==> src/rtl/fsk_gen_pkg.sv <==
package fsk_gen_pkg;

    typedef enum logic [1:0] {PH_LEAD, PH_MARK, PH_SEP, PH_BIT} phase_e;
    typedef enum logic [1:0] {ST_IDLE, ST_RUN, ST_GAP} run_e;

    localparam logic [3:0] SHORT_LEN   = 4'd8;
    localparam logic [3:0] SHORT_HIGH  = 4'd2;
    localparam logic [3:0] LONG_LEN    = 4'd10;
    localparam logic [3:0] LONG_HIGH   = 4'd3;
    localparam logic [2:0] SHORT_UNITS = 3'd6;
    localparam logic [2:0] LONG_UNITS  = 3'd5;

    // marker group kinds, index 0 first: S,S,S,L,L,L,S,L (1 = long)
    localparam int         MARK_GROUPS = 8;
    localparam logic [7:0] MARK_KIND   = 8'b1011_1000;

    localparam int SEP_EVERY = 4;
    localparam int SEP_RES   = 3;

endpackage

==> src/rtl/fsk_edge_sync.sv <==
module fsk_edge_sync #(
    parameter int STAGES = 2
) (
    input  logic clk,
    input  logic rst_n,
    input  logic din,
    output logic rise,
    output logic fall
);
    logic [STAGES:0] sh_q;

    always_ff @(posedge clk or negedge rst_n) begin
        if (!rst_n) sh_q[0] <= 1'b0;
        else        sh_q[0] <= din;
    end

    for (genvar g = 1; g <= STAGES; g++) begin : g_stage
        always_ff @(posedge clk or negedge rst_n) begin
            if (!rst_n) sh_q[g] <= 1'b0;
            else        sh_q[g] <= sh_q[g-1];
        end
    end

    assign rise = sh_q[STAGES-1] & ~sh_q[STAGES];
    assign fall = ~sh_q[STAGES-1] & sh_q[STAGES];
endmodule

==> src/rtl/fsk_gap_timer.sv <==
module fsk_gap_timer #(
    parameter int CNT_W = 20
) (
    input  logic             clk,
    input  logic             rst_n,
    input  logic             load,
    input  logic [CNT_W-1:0] load_val,
    output logic             done
);
    logic [CNT_W-1:0] cnt_d, cnt_q;

    always_comb begin
        cnt_d = cnt_q;
        if (load)               cnt_d = load_val;
        else if (cnt_q != '0)   cnt_d = cnt_q - 1'b1;
    end

    always_ff @(posedge clk or negedge rst_n) begin
        if (!rst_n) cnt_q <= '0;
        else        cnt_q <= cnt_d;
    end

    assign done = (cnt_q == CNT_W'(1));
endmodule

==> src/rtl/fsk_frame_seq.sv <==
module fsk_frame_seq
    import fsk_gen_pkg::*;
#(
    parameter int ID_BITS = 44
) (
    input  logic               clk,
    input  logic               rst_n,
    input  logic               clear,
    input  logic               step,
    input  logic [ID_BITS-1:0] id,
    output logic               sample,
    output logic               at_first,
    output logic               at_last
);
    localparam int BIT_W = $clog2(ID_BITS);
    localparam logic [BIT_W-1:0] TOP_BIT = BIT_W'(ID_BITS - 1);

    typedef struct packed {
        phase_e           phase;
        logic [2:0]       grp;
        logic [BIT_W-1:0] bit_idx;
        logic             half;
        logic [2:0]       unit;
        logic [3:0]       pos;
    } seq_t;

    localparam seq_t SEQ_INIT = '{phase: PH_LEAD, grp: '0, bit_idx: TOP_BIT,
                                  half: 1'b0, unit: '0, pos: '0};

    seq_t       d, q;
    logic       is_long, lone, end_unit, end_grp;
    logic [3:0] ulen, uhigh;
    logic [2:0] nunits;
    logic [BIT_W-1:0] nxt_bit;

    function automatic logic sep_before(input logic [BIT_W-1:0] b);
        return ((32'(b) % SEP_EVERY) == SEP_RES);
    endfunction

    always_comb begin
        unique case (q.phase)
            PH_MARK: is_long = MARK_KIND[q.grp];
            PH_BIT:  is_long = id[q.bit_idx] ^ q.half;
            default: is_long = 1'b0;
        endcase
        lone     = (q.phase == PH_LEAD) || (q.phase == PH_SEP);
        ulen     = is_long ? LONG_LEN  : SHORT_LEN;
        uhigh    = is_long ? LONG_HIGH : SHORT_HIGH;
        nunits   = lone ? 3'd1 : (is_long ? LONG_UNITS : SHORT_UNITS);
        end_unit = (q.pos == ulen - 4'd1);
        end_grp  = end_unit && (q.unit == nunits - 3'd1);
        sample   = (q.pos < uhigh);
        at_first = (q.phase == PH_LEAD) && (q.pos == '0);
        at_last  = (q.phase == PH_BIT) && (q.bit_idx == '0) && q.half && end_grp;
        nxt_bit  = q.bit_idx - 1'b1;

        d = q;
        if (clear) begin
            d = SEQ_INIT;
        end else if (step) begin
            d.pos = end_unit ? '0 : q.pos + 4'd1;
            if (end_unit) d.unit = end_grp ? '0 : q.unit + 3'd1;
            if (end_grp) begin
                unique case (q.phase)
                    PH_LEAD: begin
                        d.phase = PH_MARK;
                        d.grp   = '0;
                    end
                    PH_MARK: begin
                        if (q.grp == 3'(MARK_GROUPS - 1)) begin
                            d.bit_idx = TOP_BIT;
                            d.half    = 1'b0;
                            d.phase   = sep_before(TOP_BIT) ? PH_SEP : PH_BIT;
                        end else begin
                            d.grp = q.grp + 3'd1;
                        end
                    end
                    PH_SEP: begin
                        d.phase = PH_BIT;
                        d.half  = 1'b0;
                    end
                    default: begin
                        if (!q.half) begin
                            d.half = 1'b1;
                        end else if (q.bit_idx == '0) begin
                            d = SEQ_INIT;
                        end else begin
                            d.bit_idx = nxt_bit;
                            d.half    = 1'b0;
                            d.phase   = sep_before(nxt_bit) ? PH_SEP : PH_BIT;
                        end
                    end
                endcase
            end
        end
    end

    always_ff @(posedge clk or negedge rst_n) begin
        if (!rst_n) q <= SEQ_INIT;
        else        q <= d;
    end

    p_pos_in_unit_r1: assert property (@(posedge clk) disable iff (!rst_n)
        q.pos < ulen);
    p_unit_in_group_r2: assert property (@(posedge clk) disable iff (!rst_n)
        q.unit < nunits);
    p_bit_in_range_r3: assert property (@(posedge clk) disable iff (!rst_n)
        q.bit_idx <= TOP_BIT);
endmodule

==> src/rtl/fsk_tag_wavegen.sv <==
module fsk_tag_wavegen
    import fsk_gen_pkg::*;
#(
    parameter int ID_BITS     = 44,
    parameter int HI_BITS     = 12,
    parameter int WORD_W      = 32,
    parameter int GAP_W       = 16,
    parameter int CLK_PER_US  = 4,
    parameter int SYNC_STAGES = 2
) (
    input  logic              clk,
    input  logic              rst_n,
    input  logic              field_clk,
    input  logic              start,
    input  logic              stop,
    input  logic [WORD_W-1:0] id_hi,
    input  logic [WORD_W-1:0] id_lo,
    input  logic [GAP_W-1:0]  gap_us,
    output logic              coil_open,
    output logic              frame_start
);
    localparam int LO_BITS   = ID_BITS - HI_BITS;
    localparam int GAP_CYC_W = GAP_W + $clog2(CLK_PER_US + 1);

    typedef struct packed {
        run_e               run;
        logic               coil;
        logic               fs;
        logic               wrap;
        logic               stop_pend;
        logic [ID_BITS-1:0] id;
    } top_t;

    localparam top_t TOP_INIT = '{run: ST_IDLE, coil: 1'b1, fs: 1'b0,
                                  wrap: 1'b0, stop_pend: 1'b0, id: '0};

    top_t d, q;
    logic fld_rise, fld_fall;
    logic seq_clear, seq_step, seq_sample, seq_first, seq_last;
    logic gap_load, gap_done, id_reject, stop_now;
    logic [GAP_CYC_W-1:0] gap_cycles;

    fsk_edge_sync #(.STAGES(SYNC_STAGES)) u_sync (
        .clk(clk), .rst_n(rst_n), .din(field_clk),
        .rise(fld_rise), .fall(fld_fall)
    );

    fsk_frame_seq #(.ID_BITS(ID_BITS)) u_seq (
        .clk(clk), .rst_n(rst_n), .clear(seq_clear), .step(seq_step),
        .id(q.id), .sample(seq_sample), .at_first(seq_first), .at_last(seq_last)
    );

    fsk_gap_timer #(.CNT_W(GAP_CYC_W)) u_gap (
        .clk(clk), .rst_n(rst_n), .load(gap_load),
        .load_val(gap_cycles), .done(gap_done)
    );

    assign id_reject  = |id_hi[WORD_W-1:HI_BITS];
    assign gap_cycles = GAP_CYC_W'(gap_us) * GAP_CYC_W'(CLK_PER_US);
    assign stop_now   = stop || q.stop_pend;

    always_comb begin
        d         = q;
        d.fs      = 1'b0;
        seq_clear = 1'b0;
        seq_step  = 1'b0;
        gap_load  = 1'b0;
        unique case (q.run)
            ST_IDLE: begin
                d.coil = 1'b1;
                if (start && !id_reject) begin
                    d.run       = ST_RUN;
                    d.id        = {id_hi[HI_BITS-1:0], id_lo[LO_BITS-1:0]};
                    d.wrap      = 1'b0;
                    d.stop_pend = 1'b0;
                    seq_clear   = 1'b1;
                end
            end
            ST_RUN: begin
                if (stop) d.stop_pend = 1'b1;
                if (fld_rise) begin
                    if (stop_now) begin
                        d.run  = ST_IDLE;
                        d.coil = 1'b1;
                    end else begin
                        d.coil   = seq_sample;
                        d.fs     = seq_first;
                        d.wrap   = seq_last;
                        seq_step = 1'b1;
                    end
                end else if (fld_fall && q.wrap) begin
                    d.wrap = 1'b0;
                    if (gap_us != '0) begin
                        d.run    = ST_GAP;
                        d.coil   = 1'b0;
                        gap_load = 1'b1;
                    end
                end
            end
            default: begin
                if (stop) d.stop_pend = 1'b1;
                if (fld_rise && stop_now) begin
                    d.run  = ST_IDLE;
                    d.coil = 1'b1;
                end else if (gap_done) begin
                    d.run = ST_RUN;
                end
            end
        endcase
    end

    always_ff @(posedge clk or negedge rst_n) begin
        if (!rst_n) q <= TOP_INIT;
        else        q <= d;
    end

    assign coil_open   = q.coil;
    assign frame_start = q.fs;

    p_hold_between_edges_r4: assert property (@(posedge clk) disable iff (!rst_n)
        (q.run == ST_RUN && !fld_rise && !fld_fall) |=> $stable(coil_open));
    p_first_sample_open_r5: assert property (@(posedge clk) disable iff (!rst_n)
        frame_start |-> coil_open);
    p_gap_shorted_r6: assert property (@(posedge clk) disable iff (!rst_n)
        (q.run == ST_GAP) |-> !coil_open);
    p_reject_stays_idle_r7: assert property (@(posedge clk) disable iff (!rst_n)
        (q.run == ST_IDLE && start && id_reject) |=> (q.run == ST_IDLE));
    p_idle_open_r8: assert property (@(posedge clk) disable iff (!rst_n)
        (q.run == ST_IDLE) |-> (coil_open && !frame_start));
endmodule

==> config.mk <==
export PLATFORM = sky130hd
export DESIGN_NAME = fsk_tag_wavegen
export DESIGN_NICKNAME = d
export VERILOG_FILES = /design/src/rtl/fsk_gen_pkg.sv /design/src/rtl/fsk_edge_sync.sv /design/src/rtl/fsk_gap_timer.sv /design/src/rtl/fsk_frame_seq.sv /design/src/rtl/fsk_tag_wavegen.sv
export SDC_FILE = /design/constraint.sdc
export NUM_CORES = 1
export LEC_CHECK = 0
export ABC_CLOCK_PERIOD_IN_PS = 7950
export BUFFER_PORTS_ARGS = -buffer_cell sky130_fd_sc_hd__buf_2
export CELL_PAD_IN_SITES_DETAIL_PLACEMENT = 0
export CELL_PAD_IN_SITES_GLOBAL_PLACEMENT = 1
export CORE_ASPECT_RATIO = 1.25
export CORE_MARGIN = 3
export CORE_UTILIZATION = 48
export CTS_CLUSTER_DIAMETER = 150
export DETAILED_ROUTE_END_ITERATION = 7
export PLACE_DENSITY = 0.86
export REMOVE_ABC_BUFFERS = 1
export SKIP_CTS_REPAIR_TIMING = 1
export SLEW_MARGIN = 10
export SYNTH_ARGS = -nofsm -noshare
export SYNTH_HDL_FRONTEND = slang
export SYNTH_SLANG_ARGS = --single-unit
==> constraint.sdc <==
create_clock -name clk -period 7.95 [get_ports clk]
set_input_delay 0.3975 -clock clk [delete_from_list [all_inputs] [get_ports clk]]
set_output_delay 0.3975 -clock clk [all_outputs]
set_load 0.02 [all_outputs]
==> impl_metrics.json, run 1 <==
{
  "outcome": "completed",
  "dp_cells": 663,
  "cp_cell_sequence": "mux4_1, mux2i_1, o221ai_2, o2111a_1, a221oi_4, or4_4, nand2_2, or4_1, nand3_1",
  "place.port_buffers": 86,
  "worstHoldPathCells": 1,
  "yosysTopAreaCellShare_pct": 43.1,
  "yosysWarnings": 0,
  "antenna_found_initial": 0,
  "fin_skew_ns": 0.00638,
  "hpwl_um": 7810,
  "core-area_mm2": 0.0101,
  "synth_common_cells": "86 x dfrtp_1, 50 x nor2_1, 46 x mux2_2, 38 x nand2_1, 23 x a21oi_1",
  "r2r_end": "u_seq.q[6]",
  "worstMarginPinSlew_ns": 1.13,
  "cp_data_required_time_ns": 8.24,
  "synthDistinctLibCells": 65,
  "crit_start": "u_seq.q[9]",
  "grt_first_pass_wirelength_um": 18200,
  "gr-total-overflow": 0,
  "numCtsBuffers": 9,
  "crit_path_start_kind": "flip-flop",
  "finalNonFillerCells": 680,
  "r2r-start": "u_seq.q[9]",
  "num_vias": 3829,
  "fin_setup_tns_ns": 0,
  "cp.arrival_ns": 3.68,
  "fmax_ghz": 0.294,
  "hold-path-endpoint": "u_sync.sh_q[0]",
  "gp_congestion": 0.797,
  "die_area_mm2": 0.0117,
  "drtPass1Iterations": 4,
  "cts.sinks": 91,
  "cp_max_fo": 13,
  "ant_nets": 0,
  "worstSkewPairLatency_ns": 0.35,
  "fp.dieH_um": 120,
  "yosysMostFrequentCell": "dfrtp_1",
  "synth_async_sr_flop_share_pct": 100,
  "slowest_stage": "dfstp_2",
  "layout_setup_ws_ns": 4.55,
  "dp_slack_ns": 4.60,
  "ys.flop_type": "dfrtp_1",
  "crit_type": "flip-flop to flip-flop",
  "cap_violations": 0,
  "synthTopCellsByArea": "dfrtp_1 43%, mux2_2 10%, mux4_1 4.2%",
  "die_w_um": 97.2,
  "synthCells": 461,
  "drv_slew": 0,
  "diodes": 0,
  "regArea_mm2": 0.00228,
  "synth.ff_latch_count": 91,
  "drt-total-wl_um": 10800,
  "p_leak_nw": 2.73,
  "slew_headroom_pct": 24.9,
  "fin_crit_ns": 3.40,
  "multiInputGateArea_mm2": 0.00256,
  "synth_area_mm2": 0.00499,
  "hold_class": "input pin to flip-flop",
  "ff2ff_path_depth": 9,
  "nets": 644,
  "clkTransAtPathRegs_ns": 0.07,
  "yosysTopAreaCell": "dfrtp_1",
  "wl_per_cell_um": 15.9,
  "drc": 0,
  "r2r_slack_ns": 4.55,
  "start_util_pct": 49.4,
  "hold_violations": 0,
  "setup-violations-final": 0,
  "grt_start_max_net_pins": 73,
  "grt_use_total_pct": 19.1,
  "ys_seq_area_share_pct": 45.7,
  "drt_iter0_drc": 189,
  "cts_tree": "yes",
  "synth-edff-count": 0,
  "clock_path_buffers": 2,
  "fp-row-count": 41,
  "p_total_mw": 0.984,
  "power_density_mw_per_mm2": 169,
  "fillers": 863,
  "min_period_over_period_pct": 42.8,
  "drive_above_1_share_pct": 32.8,
  "via_per_inst": 5.63,
  "grt_pass1_vias": 3884,
  "hold_path.startpoint": "field_clk",
  "htreeDepth": 3,
  "slowest_delay_ns": 0.71,
  "ir_drop_uv": 112,
  "cts-root-buf": "clkbuf_16",
  "syn_avg_cell_area_um2": 10.8,
  "end_kind": "flip-flop",
  "io_pins": 87,
  "syn2layout_area_growth_pct": 16.7,
  "grt_setup_unrepaired": "false"
}
==> power by group <==
part,total (mW),internal (mW),leakage (nW),switching (mW)
registers,0.481,0.471,1.17,0.0106
clock network,0.431,0.224,0.149,0.207
logic,0.0718,0.0318,1.41,0.0400
total,0.984,0.727,2.73,0.258
==> registers in the layout (all words and copies together), names as in the netlist <==
name / count
coil_open: 1
u_sync.sh_q: 3
u_gap.cnt_q: 19
u_seq.q: 19
frame_start: 1
q: 48
==> worst max-delay path by stage <==
stage | endpoint | slack, ns | depth (start not counted)
floorplan | u_seq.q[14] | 4.89 | 9
global placement | u_seq.q[4] | 4.67 | 9
detailed placement | u_seq.q[6] | 4.60 | 9
CTS | u_seq.q[6] | 4.56 | 9
global route | u_seq.q[14] | 4.36 | 9
finish | u_seq.q[6] | 4.55 | 9
==> layout make-up <==
type / count / area share, %
multi-input combinational: 338 / 43.9
sequential: 91 / 39.2
timing repair buffer: 89 / 7.85
clock buffer: 9 / 3.86
tap: 129 / 2.77
clock inverter: 7 / 1.31
inverter: 17 / 1.09
==> routing by layer <==
metal	wire length, um	vias to the layer above	global-route usage (%)	part of all wire (%)
met5	0	-	0	0
met4	265	0	8.40	2.5
met3	418	19	2.33	3.9
met2	5490	87	33.0	51
met1	4630	1864	24.2	43
li1	-	1859	-	-
==> stage by stage <==
| stage | utilization [%] | hold slack [ns] | cell area (um2) |
|---|---|---|---|
| floorplan | - | 0.102 | 4910 |
| detailed placement | 54.6 | 0.291 | 5520 |
| global route | 57.7 | 0.179 | 5830 |
| finish | 57.7 | 0.180 | 5830 |
| CTS | 57.6 | -0.0785 | 5820 |
| global placement | 54.6 | 0.291 | 5520 |
==> kinds of logic (layout without fill, tap and decap cells) <==
family                   after synthesis  after routing  synth area share [%]
AO/OA/AOI/OAI                         75             75                  10.6
XOR/XNOR                              13             13                  2.28
adder cells (fa/ha/maj)               13             13                  3.26
buffers and inverters                 32            122                  3.01
flip-flops                            91             91                  45.7
multiplexers                          66             66                  17.8
AND/OR/NAND/NOR                      171            171                  17.3
==> worst max-delay path: cells and delay by family (launching register included) <==
family | cells | cell delay, ns
AO/OA/AOI/OAI | 3 | 0.81
flip-flops | 1 | 0.71
AND/OR/NAND/NOR | 4 | 1.00
multiplexers | 2 | 0.81
==> cells in the final DEF (no fill, tap or decap), types with 15 or more instances in the layout <==
| cell | count |
|---|---|
| nand2_1 | 38 |
| a21oi_1 | 23 |
| nor4_1 | 17 |
| inv_1 | 17 |
| o21ai_0 | 15 |
| nor3_1 | 15 |
| nor2_1 | 50 |
| dfrtp_1 | 86 |
| buf_2 | 85 |
| mux2_2 | 46 |
Note: power is estimated with default switching activity, not from simulation.
==> inputs of run 2 (changes only) <==
Settings changed: ABC_CLOCK_PERIOD_IN_PS 7950 to 3550, CORE_UTILIZATION 48 to 44, PLACE_DENSITY 0.86 to 0.8.
Clock period 7.95 ns to 3.55 ns, I/O delays scaled along.
==> run 2 against run 1 <==
  * Power is 130% higher
  * Wire length rose by 0.71%
  * Register-to-register slack lost 4.3 ns
  * Final area grew 1.2%
  * Critical path depth unchanged
  * First-iteration DRC count fell by 11%
  * Global-route usage down 0.89 points
==> impl_metrics.json, run 2 (synthesized netlist as in run 1, its figures left out) <==
{
  "min_period_over_period_pct": 93.2,
  "cp.arrival_ns": 3.60,
  "pwr-share-clk_pct": 46.1,
  "layout_commonest_cell": "dfrtp_1",
  "cp_data_required_time_ns": 3.84,
  "internal_power_mw": 1.76,
  "cp_cell_sequence": "mux4_1, mux2i_1, o221ai_2, o2111a_1, a221oi_4, or4_4, nand2_2, or4_1, nand2_1",
  "fin_crit_ns": 3.31,
  "hpwl_um": 8140,
  "antenna_found_initial": 0,
  "hold_violations": 0,
  "drt-total-wl_um": 10900,
  "via_per_inst": 5.56,
  "drv_slew": 0,
  "drtPass1Iterations": 4,
  "largest_reg_flops": 48,
  "finish.instance_area_mm2": 0.00590,
  "fin_skew_ns": 0.00820,
  "crit_type": "flip-flop to flip-flop",
  "syn2layout_area_growth_pct": 18.2,
  "cts-root-buf": "clkbuf_16",
  "die_w_um": 101,
  "grt_pass1_vias": 3904,
  "top_register": "q",
  "final_cell_mix": "86 x dfrtp_1, 85 x buf_2, 50 x nor2_1",
  "io_pins": 87,
  "num_vias": 3828,
  "fp.dieH_um": 125,
  "pwr-share-comb_pct": 6.8,
  "largest_registers": "q x48, u_gap.cnt_q x19, u_seq.q x19",
  "setup-violations-final": 0,
  "power_frac_seq_pct": 47.1,
  "ir_drop_uv": 272,
  "clkTransAtPathRegs_ns": 0.07,
  "grt_first_pass_wirelength_um": 18500,
  "grt_start_max_net_pins": 62,
  "fmax_ghz": 0.302,
  "core-area_mm2": 0.0108,
  "crit_path_start_kind": "flip-flop",
  "nets": 649,
  "r2r_slack_ns": 0.24,
  "placed_cell_area_mm2": 0.00555,
  "htreeDepth": 3,
  "die_area_mm2": 0.0127,
  "ff2ff_path_depth": 9,
  "place.port_buffers": 86,
  "start_util_pct": 46.1,
  "drt_iter0_drc": 168,
  "diodes": 0,
  "cts_tree": "yes",
  "final_util_pct": 54.5,
  "slowest_stage": "dfstp_2",
  "grt_use_total_pct": 18.2,
  "end_kind": "flip-flop",
  "power_switching_mw": 0.531,
  "cap_violations": 0,
  "gp_congestion": 0.809,
  "fin_setup_tns_ns": 0,
  "clock_path_buffers": 2,
  "fp-row-count": 42,
  "gr-total-overflow": 0,
  "drive_above_1_share_pct": 33.3,
  "switching_share_pct": 23.2,
  "outcome": "completed",
  "wl_per_cell_um": 15.8,
  "hold_slack_ns": 0.0549,
  "worstMarginPinSlew_ns": 0.795,
  "ant_nets": 0,
  "worstSkewPairLatency_ns": 0.35,
  "numCtsBuffers": 9,
  "drc": 0,
  "cp_max_fo": 12,
  "p_leak_nw": 2.77,
  "hold_class": "input pin to flip-flop",
  "power_density_mw_per_mm2": 387,
  "worstHoldPathCells": 2,
  "slowest_delay_ns": 0.62,
  "cts.sinks": 91,
  "grt_setup_unrepaired": "false",
  "slew_headroom_pct": 47.0
}
run 2: power groups by stage:
| stage | combinational (mW) | clock, mW | sequential, mW |
|---|---|---|---|
| after CTS | 0.157 | 1.08 | 1.08 |
| final | 0.155 | 1.05 | 1.08 |
| after global placement | 0.156 | 0 | 1.10 |
| after floorplan | 0.0684 | 0 | 1.09 |
| after detailed placement | 0.156 | 0 | 1.10 |
| after global routing | 0.178 | 1.12 | 1.08 |
run 2: layer usage:
layer	global-route usage [%]	vias to the layer above	wire, um
li1	-	1872	-
met4	7.28	0	215
met1	22.8	1849	4590
met2	30.7	89	5630
met3	3.51	18	444
met5	0	-	0
run 2: path summary, 6_finish.rpt:
check                                  to      startpoint
max                            u_seq.q[4]      u_seq.q[9]
min                                  q[2]        id_lo[2]
max reg2reg                    u_seq.q[4]      u_seq.q[9]
min reg2reg                u_sync.sh_q[1]  u_sync.sh_q[0]
max in group asynchronous           q[28]           rst_n
min in group asynchronous      u_seq.q[2]           rst_n
run 2: final cells by class:
class | count | area [um2]
fill | 929 | 4920
multi-input combinational | 338 | 2560
sequential | 91 | 2280
timing repair buffer | 94 | 498
clock buffer | 9 | 225
tap | 132 | 165
clock inverter | 7 | 105
inverter | 17 | 63.8
run 2: worst max-delay path: cells and delay by family (launching register included):
| family | cells | cell delay (ns) |
|---|---|---|
| flops | 1 | 0.62 |
| simple gates | 4 | 1.00 |
| compound gates | 3 | 0.79 |
| mux | 2 | 0.83 |
run 2: stage by stage:
| step | std cells | setup slack [ns] | power (mW) |
|---|---|---|---|
| CTS | 686 | 0.201 | 2.31 |
| finish | 688 | 0.240 | 2.29 |
| detailed placement | 670 | 0.254 | 1.25 |
| global route | 688 | 0.0268 | 2.38 |
| floorplan | 446 | 0.493 | 1.16 |
| global placement | 670 | 0.333 | 1.25 |
